### src/rtl/dbn_pkg.sv
// Package: shared types for the debounce filter.
// It gives the action that the classifier decides for each clock and the rule
// that sizes the run counter.
package dbn_pkg;

    // What happens to the state on one clock edge
    typedef enum logic [1:0] {
        ACT_HOLD    = 2'd0,  // strobe low: nothing changes
        ACT_CLEAR   = 2'd1,  // sample agrees: run count back to zero
        ACT_ADVANCE = 2'd2,  // sample disagrees, run not complete: count up
        ACT_FLIP    = 2'd3   // sample completes the run: take new level
    } dbn_act_e;

    // Counter width able to hold the values 0 .. run_len-1
    function automatic int run_width(input int run_len);
        return (run_len <= 2) ? 1 : $clog2(run_len);
    endfunction

endpackage

### src/rtl/dbn_classify.sv
// Module: dbn_classify
// Decides the action for this clock from the strobe, the raw sample, the
// present clean level and the run count.
// Assumes: the run count is always below RUN_LEN (the counter keeps it there).
module dbn_classify
    import dbn_pkg::*;
#(
    parameter int RUN_LEN = 3,
    localparam int CW     = run_width(RUN_LEN)
)(
    input  logic          sample_en,
    input  logic          raw,
    input  logic          level,
    input  logic [CW-1:0] run_cnt,
    output dbn_act_e      act
);

    localparam logic [CW-1:0] LAST = CW'(RUN_LEN - 1);

    // Pick one action per clock from the strobe and the comparison
    always_comb begin
        if (!sample_en)
            act = ACT_HOLD;
        else if (raw == level)
            act = ACT_CLEAR;
        else if (run_cnt == LAST)
            act = ACT_FLIP;
        else
            act = ACT_ADVANCE;
    end

endmodule

### src/rtl/dbn_streak.sv
// Module: dbn_streak
// Counts the enabled samples in a row that disagree with the clean level.
// Assumes: the action comes from dbn_classify. Reset is synchronous and active low.
module dbn_streak
    import dbn_pkg::*;
#(
    parameter int RUN_LEN = 3,
    localparam int CW     = run_width(RUN_LEN)
)(
    input  logic          clk,
    input  logic          rst_n,
    input  dbn_act_e      act,
    output logic [CW-1:0] run_cnt
);

    // Update the run count according to the action
    always_ff @(posedge clk) begin
        if (!rst_n)
            run_cnt <= '0;
        else begin
            case (act)
                ACT_CLEAR, ACT_FLIP: run_cnt <= '0;
                ACT_ADVANCE:         run_cnt <= run_cnt + 1'b1;
                default:             run_cnt <= run_cnt;
            endcase
        end
    end


    cnt_range_chk: assert property (@(posedge clk) disable iff (!rst_n)
        run_cnt <= CW'(RUN_LEN - 1));


    agree_clears_chk: assert property (@(posedge clk) disable iff (!rst_n)
        (act == ACT_CLEAR) |=> (run_cnt == '0));

endmodule

### src/rtl/dbn_level.sv
// Module: dbn_level
// Holds the clean output level. It takes the raw sample only on a flip action.
// Assumes: reset is synchronous and active low, and RESET_LEVEL is the level after reset.
module dbn_level
    import dbn_pkg::*;
#(
    parameter logic RESET_LEVEL = 1'b1
)(
    input  logic     clk,
    input  logic     rst_n,
    input  dbn_act_e act,
    input  logic     raw,
    output logic     level
);

    // Register the clean level and load it on a completed run
    always_ff @(posedge clk) begin
        if (!rst_n)
            level <= RESET_LEVEL;
        else if (act == ACT_FLIP)
            level <= raw;
    end


    reset_level_chk: assert property (@(posedge clk)
        !rst_n |=> (level == RESET_LEVEL));

endmodule

### src/rtl/debounce_filter.sv
// Module: debounce_filter (top)
// Filters one input bit. The registered clean level flips only after RUN_LEN
// consecutive enabled samples have disagreed with it.
// Assumes: raw_in is synchronous to clk, RUN_LEN >= 2, and rst_n is
// synchronous and active low.
module debounce_filter
    import dbn_pkg::*;
#(
    parameter int   RUN_LEN     = 3,
    parameter logic RESET_LEVEL = 1'b1
)(
    input  logic clk,
    input  logic rst_n,
    input  logic sample_en,
    input  logic raw_in,
    output logic clean_out
);

    localparam int CW = run_width(RUN_LEN);

    dbn_act_e      act;
    logic [CW-1:0] run_cnt;
    logic          level;

    dbn_classify #(.RUN_LEN(RUN_LEN)) u_classify (
        .sample_en (sample_en),
        .raw       (raw_in),
        .level     (level),
        .run_cnt   (run_cnt),
        .act       (act)
    );

    dbn_streak #(.RUN_LEN(RUN_LEN)) u_streak (
        .clk     (clk),
        .rst_n   (rst_n),
        .act     (act),
        .run_cnt (run_cnt)
    );

    dbn_level #(.RESET_LEVEL(RESET_LEVEL)) u_level (
        .clk   (clk),
        .rst_n (rst_n),
        .act   (act),
        .raw   (raw_in),
        .level (level)
    );

    assign clean_out = level;


    flip_only_on_run_chk: assert property (@(posedge clk) disable iff (!rst_n)
        ($past(rst_n) && (level != $past(level))) |->
            $past(sample_en && (raw_in != level) && (run_cnt == CW'(RUN_LEN - 1))));


    hold_when_idle_chk: assert property (@(posedge clk) disable iff (!rst_n)
        !sample_en |=> ($stable(level) && $stable(run_cnt)));

endmodule

### config.mk
export PLATFORM = sky130hd
export DESIGN_NAME = debounce_filter
export DESIGN_NICKNAME = d
export VERILOG_FILES = /design/src/rtl/dbn_pkg.sv /design/src/rtl/dbn_classify.sv /design/src/rtl/dbn_streak.sv /design/src/rtl/dbn_level.sv /design/src/rtl/debounce_filter.sv
export SDC_FILE = /design/constraint.sdc
export NUM_CORES = 1
export LEC_CHECK = 0
export ABC_AREA = 1
export BUFFER_PORTS_ARGS = -buffer_cell sky130_fd_sc_hd__buf_2
export CELL_PAD_IN_SITES_DETAIL_PLACEMENT = 1
export CELL_PAD_IN_SITES_GLOBAL_PLACEMENT = 2
export CORE_AREA = 2 2 39 41
export DETAILED_ROUTE_END_ITERATION = 12
export DIE_AREA = 0 0 41 43
export GPL_TIMING_DRIVEN = 0
export PLACE_DENSITY_LB_ADDON = 0.2
export SLEW_MARGIN = 20
export SYNTH_ARGS = -nofsm -noshare
export SYNTH_HDL_FRONTEND = slang
export SYNTH_SLANG_ARGS = --single-unit
export TNS_END_PERCENT = 20
### constraint.sdc
create_clock -name clk -period 1.1 [get_ports clk]
set_clock_uncertainty 0.2 [all_clocks]
set_input_delay 0.165 -clock clk [delete_from_list [all_inputs] [get_ports clk]]
set_output_delay 0.165 -clock clk [all_outputs]
set_load 0.005 [all_outputs]
==> results.cfg, run 1 <==
[cells_and_area]
final_common_cell = nand2_1
multi_input_area_sq_um = 103
syn_to_final_growth_pct = 67.2
diodes = 0
fin_cells = 50
most-common-layout-cells = nand2_1 (5), buf_2 (4), inv_1 (3), clkbuf_4 (3)
post-route-util_pct = 19.8
fill_cells = 173
seq_area_sq_um = 61.3
layout.nets = 40
drive_gt1_share_pct = 41.2

[pwr]
p_leak_nw = 0.124
power_w = 0.000394
ir_worst_vdd_mv = 0.459
power_density_nw_per_um2 = 1440

[synth]
syn_avg_cell_area_sq_um = 6.83
syn-cell-area_sq_um = 164
syn-num-nets = 29
synth_cell_types = 12
ys_seq_elements = 3
syn_inst = 24
ys_seq_area_share_pct = 36.6
synth_warnings = 0

[worst_setup_path]
setup.worst_path.end_class = flip-flop
required_ns = 1.07
startpoint_type = flip-flop
cp_max_fo = 3
cp_data_arrival_time_ns = 1.21
crit_type = flip-flop to flip-flop

[timing]
finalCriticalPeriod_ns = 1.24
relSlewSlack_pct = 83.5
hold_viol_final = 0
min_period_over_period_pct = 113
worst_pin_slew_ns = 0.246
finalMaxSlewViolations = 0
finalSetupViolations = 3
timing.fmax_mhz = 805
worst_slack_ns = -0.143
final.setup.tns_ns = -0.387
rsz0062_at_grt = true

[run_status]
violations = setup timing
outcome = finished, violations left

[place]
port_buffers = 4
detailedPlacementHpwl_um = 367
gp_congestion = 0.631
place_inst = 44
place_worst_setup_slack_ns = -0.194

[clock_tree]
cts_made_buffers = 3
clock_path_buffers = 2
clock_sinks = 3
cts_tree = done
clk_latency_ns = 0.24
clk_pin_slew_ns = 0.04
cts_root_buffer = clkbuf_4
cts_max_level = 1

[global_routing]
antenna_found_initial = 0
grt_use_total_pct = 6.51
grt_pass1_vias = 187
grt-ovfl-total = 0
grt_max_degree = 5
grt_pass1_wl_um = 669

[die]
io_pins = 5
die_w_um = 41
start_util_pct = 11.8
die-area_sq_um = 1760
core_sq_um = 1380
rows = 14
die_height_um = 43

[detailed_routing]
drc_errors = 0
wl_per_cell_um = 9.06
wl_um = 453
drt-initial-drc-count = 0
final_antenna_net_count = 0
vias_per_cell = 3.68
firstDrtPassIters = 1
num_vias = 184

[hold_path]
hp-class = primary input to flip-flop

[flow_run]
drv_cap = 0
==> logic make-up (layout without fill, tap and decap cells) <==
logic type / after synthesis / count (layout) / synth area share, %
adder cells (fa/ha/maj): 1 / 1 / 7.63
flip-flops: 3 / 3 / 36.6
AND/OR/NAND/NOR: 11 / 11 / 29.8
buffers and inverters: 5 / 15 / 11.4
AO/OA/AOI/OAI: 4 / 4 / 14.5
==> area by class of cell <==
class                   instances  share of cell area (%)
repair buffers                  6                    14.6
clock buffers                   4                    9.59
well taps                      16                    7.31
inverters                       5                    8.68
flip-flops and latches          3                    22.4
multi-input cells              16                    37.4
==> state kept, by name, summed over array words and instances (netlist names) <==
name / count
u_streak.run_cnt: 2
u_level.level: 1
==> repair_timing <==
action                                 CTS  global route
hold buffers                             2             0
buffers inserted                         0             0
gates resized for setup                  1             1
pin swaps                                2             0
setup endpoints to repair                3             4
endpoints found under the hold margin    3             0
==> metrics by stage <==
stage | hold WS, ns | area (sq um)
after floorplan | 0.0496 | 183
after global placement | 0.179 | 223
after detailed placement | 0.181 | 223
after CTS | 0.00846 | 274
after global routing | 0.0222 | 274
final | 0.0113 | 274
==> worst paths after layout <==
path / from / to / slack (ns) / depth (start not counted)
worst max-delay path: u_streak.run_cnt[0] / u_streak.run_cnt[1] / -0.14 / 7
worst min register to register: u_streak.run_cnt[0] / u_streak.run_cnt[0] / 0.27 / 2
worst max register to register: u_streak.run_cnt[0] / u_streak.run_cnt[1] / -0.14 / 7
worst min-delay path: sample_en / u_streak.run_cnt[0] / 0.01 / 3
==> layer usage <==
layer  vias up  global-route usage (%)  part of all wire, %
met2         5                    8.13                   49
met1        83                    6.71                   45
met3         0                       0                  5.3
li1         96                       -                    -
met4         0                    12.0                    0
met5         -                       0                    0
==> critical path: stages (launching register included) <==
cell and delay (ns):
dfxtp_2 0.34, clkinv_4 0.06, ha_4 0.15, inv_2 0.05, nand2_2 0.06, nor2_4 0.11
nand3_1 0.09, a21oi_2 0.12
==> report_power, final <==
group | leakage [nW] | switching (W) | total [W] | internal, W
Clock | 0.0150 | 0.0000638 | 0.000200 | 0.000136
Combinational | 0.0845 | 0.0000367 | 0.0000675 | 0.0000308
Sequential | 0.0250 | 0.00000782 | 0.000126 | 0.000119
==> cell usage after synthesis <==
cell,count,area share (%)
nor2_2,1,3.8
nand2_1,5,11
inv_1,4,9.2
a21oi_1,1,3.1
nor2_1,2,4.6
clkinv_1,1,2.3
nand2_2,1,3.8
dfxtp_1,3,37
a21oi_2,1,5.3
ha_1,1,7.6
nand3_1,2,6.1
o21ai_0,2,6.1
Note: power is estimated with default switching activity, not from simulation.
==> inputs of run 2 (changes only) <==
==> constraint.sdc (replaced) <==
create_clock -name clk -period 1.2 [get_ports clk]
set_clock_uncertainty 0.2 [all_clocks]
set_input_delay 0.18 -clock clk [delete_from_list [all_inputs] [get_ports clk]]
set_output_delay 0.18 -clock clk [all_outputs]
set_load 0.005 [all_outputs]
==> run 2 against run 1 <==
Effect of this change: worst hold slack lost 0.026 ns; largest power group unchanged; non-clock buffer count is the same; utilization grew 0.81 points; sequential power shrank 8%; largest cell class unchanged; final cell count is the same; design area grew 4.1%; the flow finishes with violations (hold timing, setup timing); die area is the same; global-route usage shrank 0.50 points; maximum frequency grew 2.1%.
==> results.cfg, run 2 (synthesis gave the netlist of run 1 again) <==
[clock_tree]
cts_root_buffer = clkbuf_4
cts_max_level = 1
cts_made_buffers = 3
clock_path_buffers = 2
clk_pin_slew_ns = 0.04
clock_sinks = 3
clk_latency_ns = 0.23
cts_tree = done

[detailed_routing]
firstDrtPassIters = 1
vias_per_cell = 3.74
drt-initial-drc-count = 0
wl_per_cell_um = 7.80
num_vias = 187
wl_um = 390
final_antenna_net_count = 0
drc_errors = 0

[timing]
finalCriticalPeriod_ns = 1.22
min_period_over_period_pct = 101
timing.fmax_mhz = 821
worst_hold_slack_ns = -0.0152
finalSetupViolations = 3
worst_slack_ns = -0.0173
relSlewSlack_pct = 83.6
worst_pin_slew_ns = 0.244
rsz0062_at_grt = true
hold_viol_final = 1
finalMaxSlewViolations = 0
final.setup.tns_ns = -0.0301

[cells_and_area]
largest_registers = u_streak.run_cnt (2), u_level.level (1)
syn_to_final_growth_pct = 74.0
top_register = u_streak.run_cnt
most-common-layout-cells = nand2_1 (5), buf_2 (4), inv_1 (3), clkbuf_4 (3)
drive_gt1_share_pct = 50.0
final_common_cell = nand2_1
fill_cells = 174
largest_register_ffs = 2
diodes = 0
layout.nets = 40

[hold_path]
min_to = u_level.level
min-delay-start = raw_in
hp-class = primary input to flip-flop
holdPathStages = 3

[place]
port_buffers = 4
gp_congestion = 0.619

[die]
die_w_um = 41
io_pins = 5
core_sq_um = 1380
die-area_sq_um = 1760
rows = 14
die_height_um = 43
start_util_pct = 11.8

[global_routing]
grt_pass1_vias = 180
antenna_found_initial = 0
grt_pass1_wl_um = 655
grt-ovfl-total = 0
grt_use_total_pct = 6.01
grt_max_degree = 5

[pwr]
power_density_nw_per_um2 = 1260
power_w = 0.000358
ir_worst_vdd_mv = 0.678
p_leak_nw = 0.126

[worst_setup_path]
timing.rr.end = u_level.level
reg2reg_slack_ns = -0.02
required_ns = 1.12
crit_type = flip-flop to flip-flop
cp_max_fo = 3
setup.worst_path.end_class = flip-flop
startpoint_type = flip-flop
r2r_start = u_streak.run_cnt[0]
rr_worst_depth = 8
cp_data_arrival_time_ns = 1.13

[run_status]
violations = hold timing, setup timing
outcome = finished, violations left

[flow_run]
drv_cap = 0
==> run 2: what timing repair did <==
item,in CTS,in global routing
resized for setup,3,2
hold buffers,1,0
hold endpoints to repair,2,0
buffers inserted,1,0
pin swaps,3,0
setup endpoints to repair,3,3
==> run 2: worst max-delay path, cell delays in order, from the launching register on <==
cell and delay [ns]:
dfxtp_2 0.34, clkinv_4 0.06, ha_4 0.15, inv_2 0.05, nand2_4 0.05, nor2_4 0.11
nor2_1 0.05, nand2_1 0.05, nand3_1 0.05
==> run 2: worst max path at each step <==
stage                                    from       endpoint  slack [ns]  cells past startpoint
after CTS                 u_streak.run_cnt[0]  u_level.level       -0.02                      8
after global routing      u_streak.run_cnt[0]  u_level.level       -0.09                      8
after global placement    u_streak.run_cnt[0]  u_level.level       -0.09                      8
final                     u_streak.run_cnt[0]  u_level.level       -0.02                      8
after floorplan           u_streak.run_cnt[0]  u_level.level       0.001                      8
after detailed placement  u_streak.run_cnt[0]  u_level.level       -0.08                      8
==> run 2: layout make-up <==
cell class	instances	area (sq um)	area share (%)
Tap cell	16	20.0	7.02
Clock buffer	4	26.3	9.21
Timing Repair Buffer	6	37.5	13.2
Multi-Input combinational cell	16	116	40.8
Sequential cell	3	61.3	21.5
Inverter	5	23.8	8.33
==> run 2: power breakdown <==
group          switching, W  internal (W)
logic             0.0000376     0.0000318
clock network     0.0000486      0.000124
registers        0.00000701      0.000109
total             0.0000933      0.000265
==> run 2: layer usage <==
metal	wire, um	global-route usage [%]
met5	0	0
met4	0	0
met3	55	7.85
met2	165	8.44
met1	170	5.75
==> run 2: stage by stage <==
stage / utilization (%) / worst slack [ns] / cell area [sq um] / std cells
floorplan: - / 0.00150 / 179 / 24
global placement: 15.8 / -0.0920 / 219 / 44
detailed placement: 15.8 / -0.0840 / 219 / 44
CTS: 20.0 / -0.0239 / 277 / 50
global route: 20.6 / -0.0932 / 285 / 50
finish: 20.6 / -0.0173 / 285 / 50
==> inputs of run 3 (changes only) <==
--- a/config.mk
+++ b/config.mk
@@ -17,5 +17,6 @@
 export SLEW_MARGIN = 20
 export SYNTH_ARGS = -nofsm -noshare
 export SYNTH_HDL_FRONTEND = slang
+export SYNTH_HIERARCHICAL = 1
 export SYNTH_SLANG_ARGS = --single-unit
 export TNS_END_PERCENT = 20
==> run 3 against run 2 <==
Effect of this change: the flow now finishes without violations; area after synthesis rose by 9.9%; clock power about the same; design area rose by 2.6%; sequential cell count unchanged; worst setup slack improved by 0.058 ns; non-clock buffer count increased by 1; sequential share of layout area decreased by 0.12 points; critical endpoint is now clean_out; largest cell class unchanged.
==> results.cfg, run 3 <==
[run_status]
outcome = complete, no violations

[flow_run]
drv_cap = 0

[pwr]
clkPwrFrac_pct = 50.1
p_comb_share_pct = 18.1
p_leak_nw = 0.156
p_sw_w = 0.0000843
internal-power_w = 0.000259
p_seq_share_pct = 31.8
power_density_nw_per_um2 = 1170
switching_share_pct = 24.5
ir_worst_vdd_mv = 0.732

[die]
io_pins = 5
die_height_um = 43
core_sq_um = 1380
rows = 14
die_w_um = 41
start_util_pct = 13.0
die-area_sq_um = 1760

[clock_tree]
cts_root_buffer = clkbuf_4
cts_tree = done
clock_sinks = 3
clk_latency_ns = 0.23
clk_pin_slew_ns = 0.03
cts_made_buffers = 3
clock_path_buffers = 2
cts_max_level = 1

[worst_setup_path]
cp_max_fo = 3
startpoint_type = flip-flop
cp_num_cells = 2
rr_worst_depth = 7
slowest_delay_ns = 0.32
critPathLaunch = u_level/level
critPathTopFamily = flip-flops
setup.worst_path.end_class = primary output
cp_cell_sequence = buf_4 -> buf_6
crit_buf_inv = 2
r2r_start = u_level/level
required_ns = 0.82
cp_slowest_cell = dfxtp_2
crit_type = flip-flop to primary output
cp_data_arrival_time_ns = 0.78

[synth]
synth_most_common_cell = nand2_1
syn_inst = 30
yosys.area_share.simple_pct = 47.2
synth_compound_area_share_pct = 2.78
async_reset_ff_share_pct = 0
synthMuxAreaShare_pct = 0
synth_top_area_share_pct = 33.3
syn-num-nets = 34
synth_edf_count = 0
synth_top_cells_by_area = dfxtp_1 (33%), nand2_1 (21%), inv_1 (17%)
ys_seq_area_share_pct = 33.3
syn_avg_cell_area_sq_um = 6.01
synthXorXnorAreaFrac_pct = 0
synthAdderAreaFrac_pct = 0
synthFlopType = dfxtp_1
synthTopCellsByCount = nand2_1 (10), inv_1 (8), nand3_1 (4)
syn-cell-area_sq_um = 180
ys_seq_elements = 3
synth_cell_types = 9
synth_top_cell_by_area = dfxtp_1
synth_top_family_by_area = simple AND/OR/NAND/NOR gates
synth_warnings = 6

[timing]
min_period_over_period_pct = 96.6
worst_pin_slew_ns = 0.103
hold_viol_final = 0
finalSetupViolations = 0
relSlewSlack_pct = 93.1
timing.fmax_mhz = 863
rsz0062_at_grt = true
finalMaxSlewViolations = 0
finalCriticalPeriod_ns = 1.16
worst_hold_slack_ns = 0.0127

[cells_and_area]
largest_register_ffs = 2
postLayoutCellArea_sq_um = 293
seq_area_sq_um = 62.6
largest_registers = u_streak/run_cnt (2), u_level/level (1)
most-common-layout-cells = nand2_1 (7), inv_1 (6), nand3_1 (4)
top_register = u_streak/run_cnt
layout.nets = 46
syn_to_final_growth_pct = 62.5
diodes = 0
drive_gt1_share_pct = 46.3
multi_input_area_sq_um = 103
fill_cells = 175
final_common_cell = nand2_1

[place]
detailedPlacementHpwl_um = 361
port_buffers = 4
gp_congestion = 0.570
placed_cell_area_sq_um = 220

[detailed_routing]
drc_errors = 0
firstDrtPassIters = 1
wl_um = 489
vias_per_cell = 3.74
wl_per_cell_um = 8.58
num_vias = 213
final_antenna_net_count = 0
drt-initial-drc-count = 0

[global_routing]
grt-ovfl-total = 0
antenna_found_initial = 0
grt_pass1_vias = 228
grt.busiest_layer = met2
grt_max_degree = 7
use_met2_pct = 11.9
use_met3_pct = 4.71
grt_use_total_pct = 8.23
met1_usage_pct = 10.3
grt_pass1_wl_um = 959

[hold_path]
holdPathStages = 3
hp-class = primary input to flip-flop
min-delay-start = raw_in
-- run 3: cell types whose count changed after synthesis --
cell / delta
a21oi_2: -1
and3_1: +1
clkinv_1: -1
ha_1: -1
inv_1: +4
nand2_1: +5
nand2_2: -1
nand3_1: +2
nor2_1: -1
nor2_4: +1
o21ai_0: -2
-- run 3: path summary, 6_finish.rpt --
path	to	slack (ns)
worst max register to register	u_streak/run_cnt[0]	0.04
worst min-delay path	u_level/level	0.01
worst min register to register	u_streak/run_cnt[1]	0.31
worst max-delay path	clean_out	0.04
-- run 3: through the flow --
step / instances / setup TNS, ns / setup WS [ns] / total power [W] / util (%)
finish: 57 / 0 / 0.0407 / 0.000344 / 21.2
global route: 57 / -0.131 / -0.0507 / 0.000378 / 21.2
CTS: 56 / 0 / 0.00806 / 0.000346 / 19.6
detailed placement: 50 / -0.275 / -0.101 / 0.000154 / 15.9
global placement: 50 / -0.0871 / -0.0323 / 0.000152 / 15.9
floorplan: 30 / 0 / 0.0388 / 0.000139 / -
-- run 3: layout make-up --
cell class,count,area share (%)
clock buffers,4,8.97
inverters,8,10.3
multi-input cells,19,35.0
flip-flops and latches,3,21.4
well taps,16,6.84
repair buffers,7,17.5
-- run 3: worst reg2reg max path, stage by stage, from the launching register on --
cell	delay [ns]
dfxtp_2	0.33
inv_1	0.05
nand2_2	0.06
and3_4	0.23
inv_2	0.04
nand2_2	0.06
nand2_2	0.05
nor2_2	0.07
-- run 3: what timing repair did --
item / in CTS / in global routing
resized for setup: 5 / 5
hold buffers: 1 / 0
gates cloned: 0 / 0
pin swaps: 0 / 3
endpoints found under the setup margin: 3 / 3
endpoints found under the hold margin: 1 / 0
buffers inserted: 1 / 1
-- run 3: logic make-up after synthesis --
family,Yosys count
buf+inv,8
flops,3
compound gates,1
simple gates,18
-- run 3: per-layer routing --
layer | up-vias | routed length [um] | part of all wire, %
met5 | - | 0 | 0
met4 | 0 | 0 | 0
met3 | 0 | 12 | 2.5
met2 | 1 | 268 | 55
met1 | 103 | 208 | 43
li1 | 109 | - | -
-- run 3: power groups by stage --
stage               Clock, W  Sequential, W  Combinational (W)
global placement           0       0.000111          0.0000403
finish              0.000172       0.000109          0.0000621
detailed placement         0       0.000112          0.0000421
floorplan                  0       0.000111          0.0000282
global route        0.000197       0.000110          0.0000720
CTS                 0.000182       0.000110          0.0000544
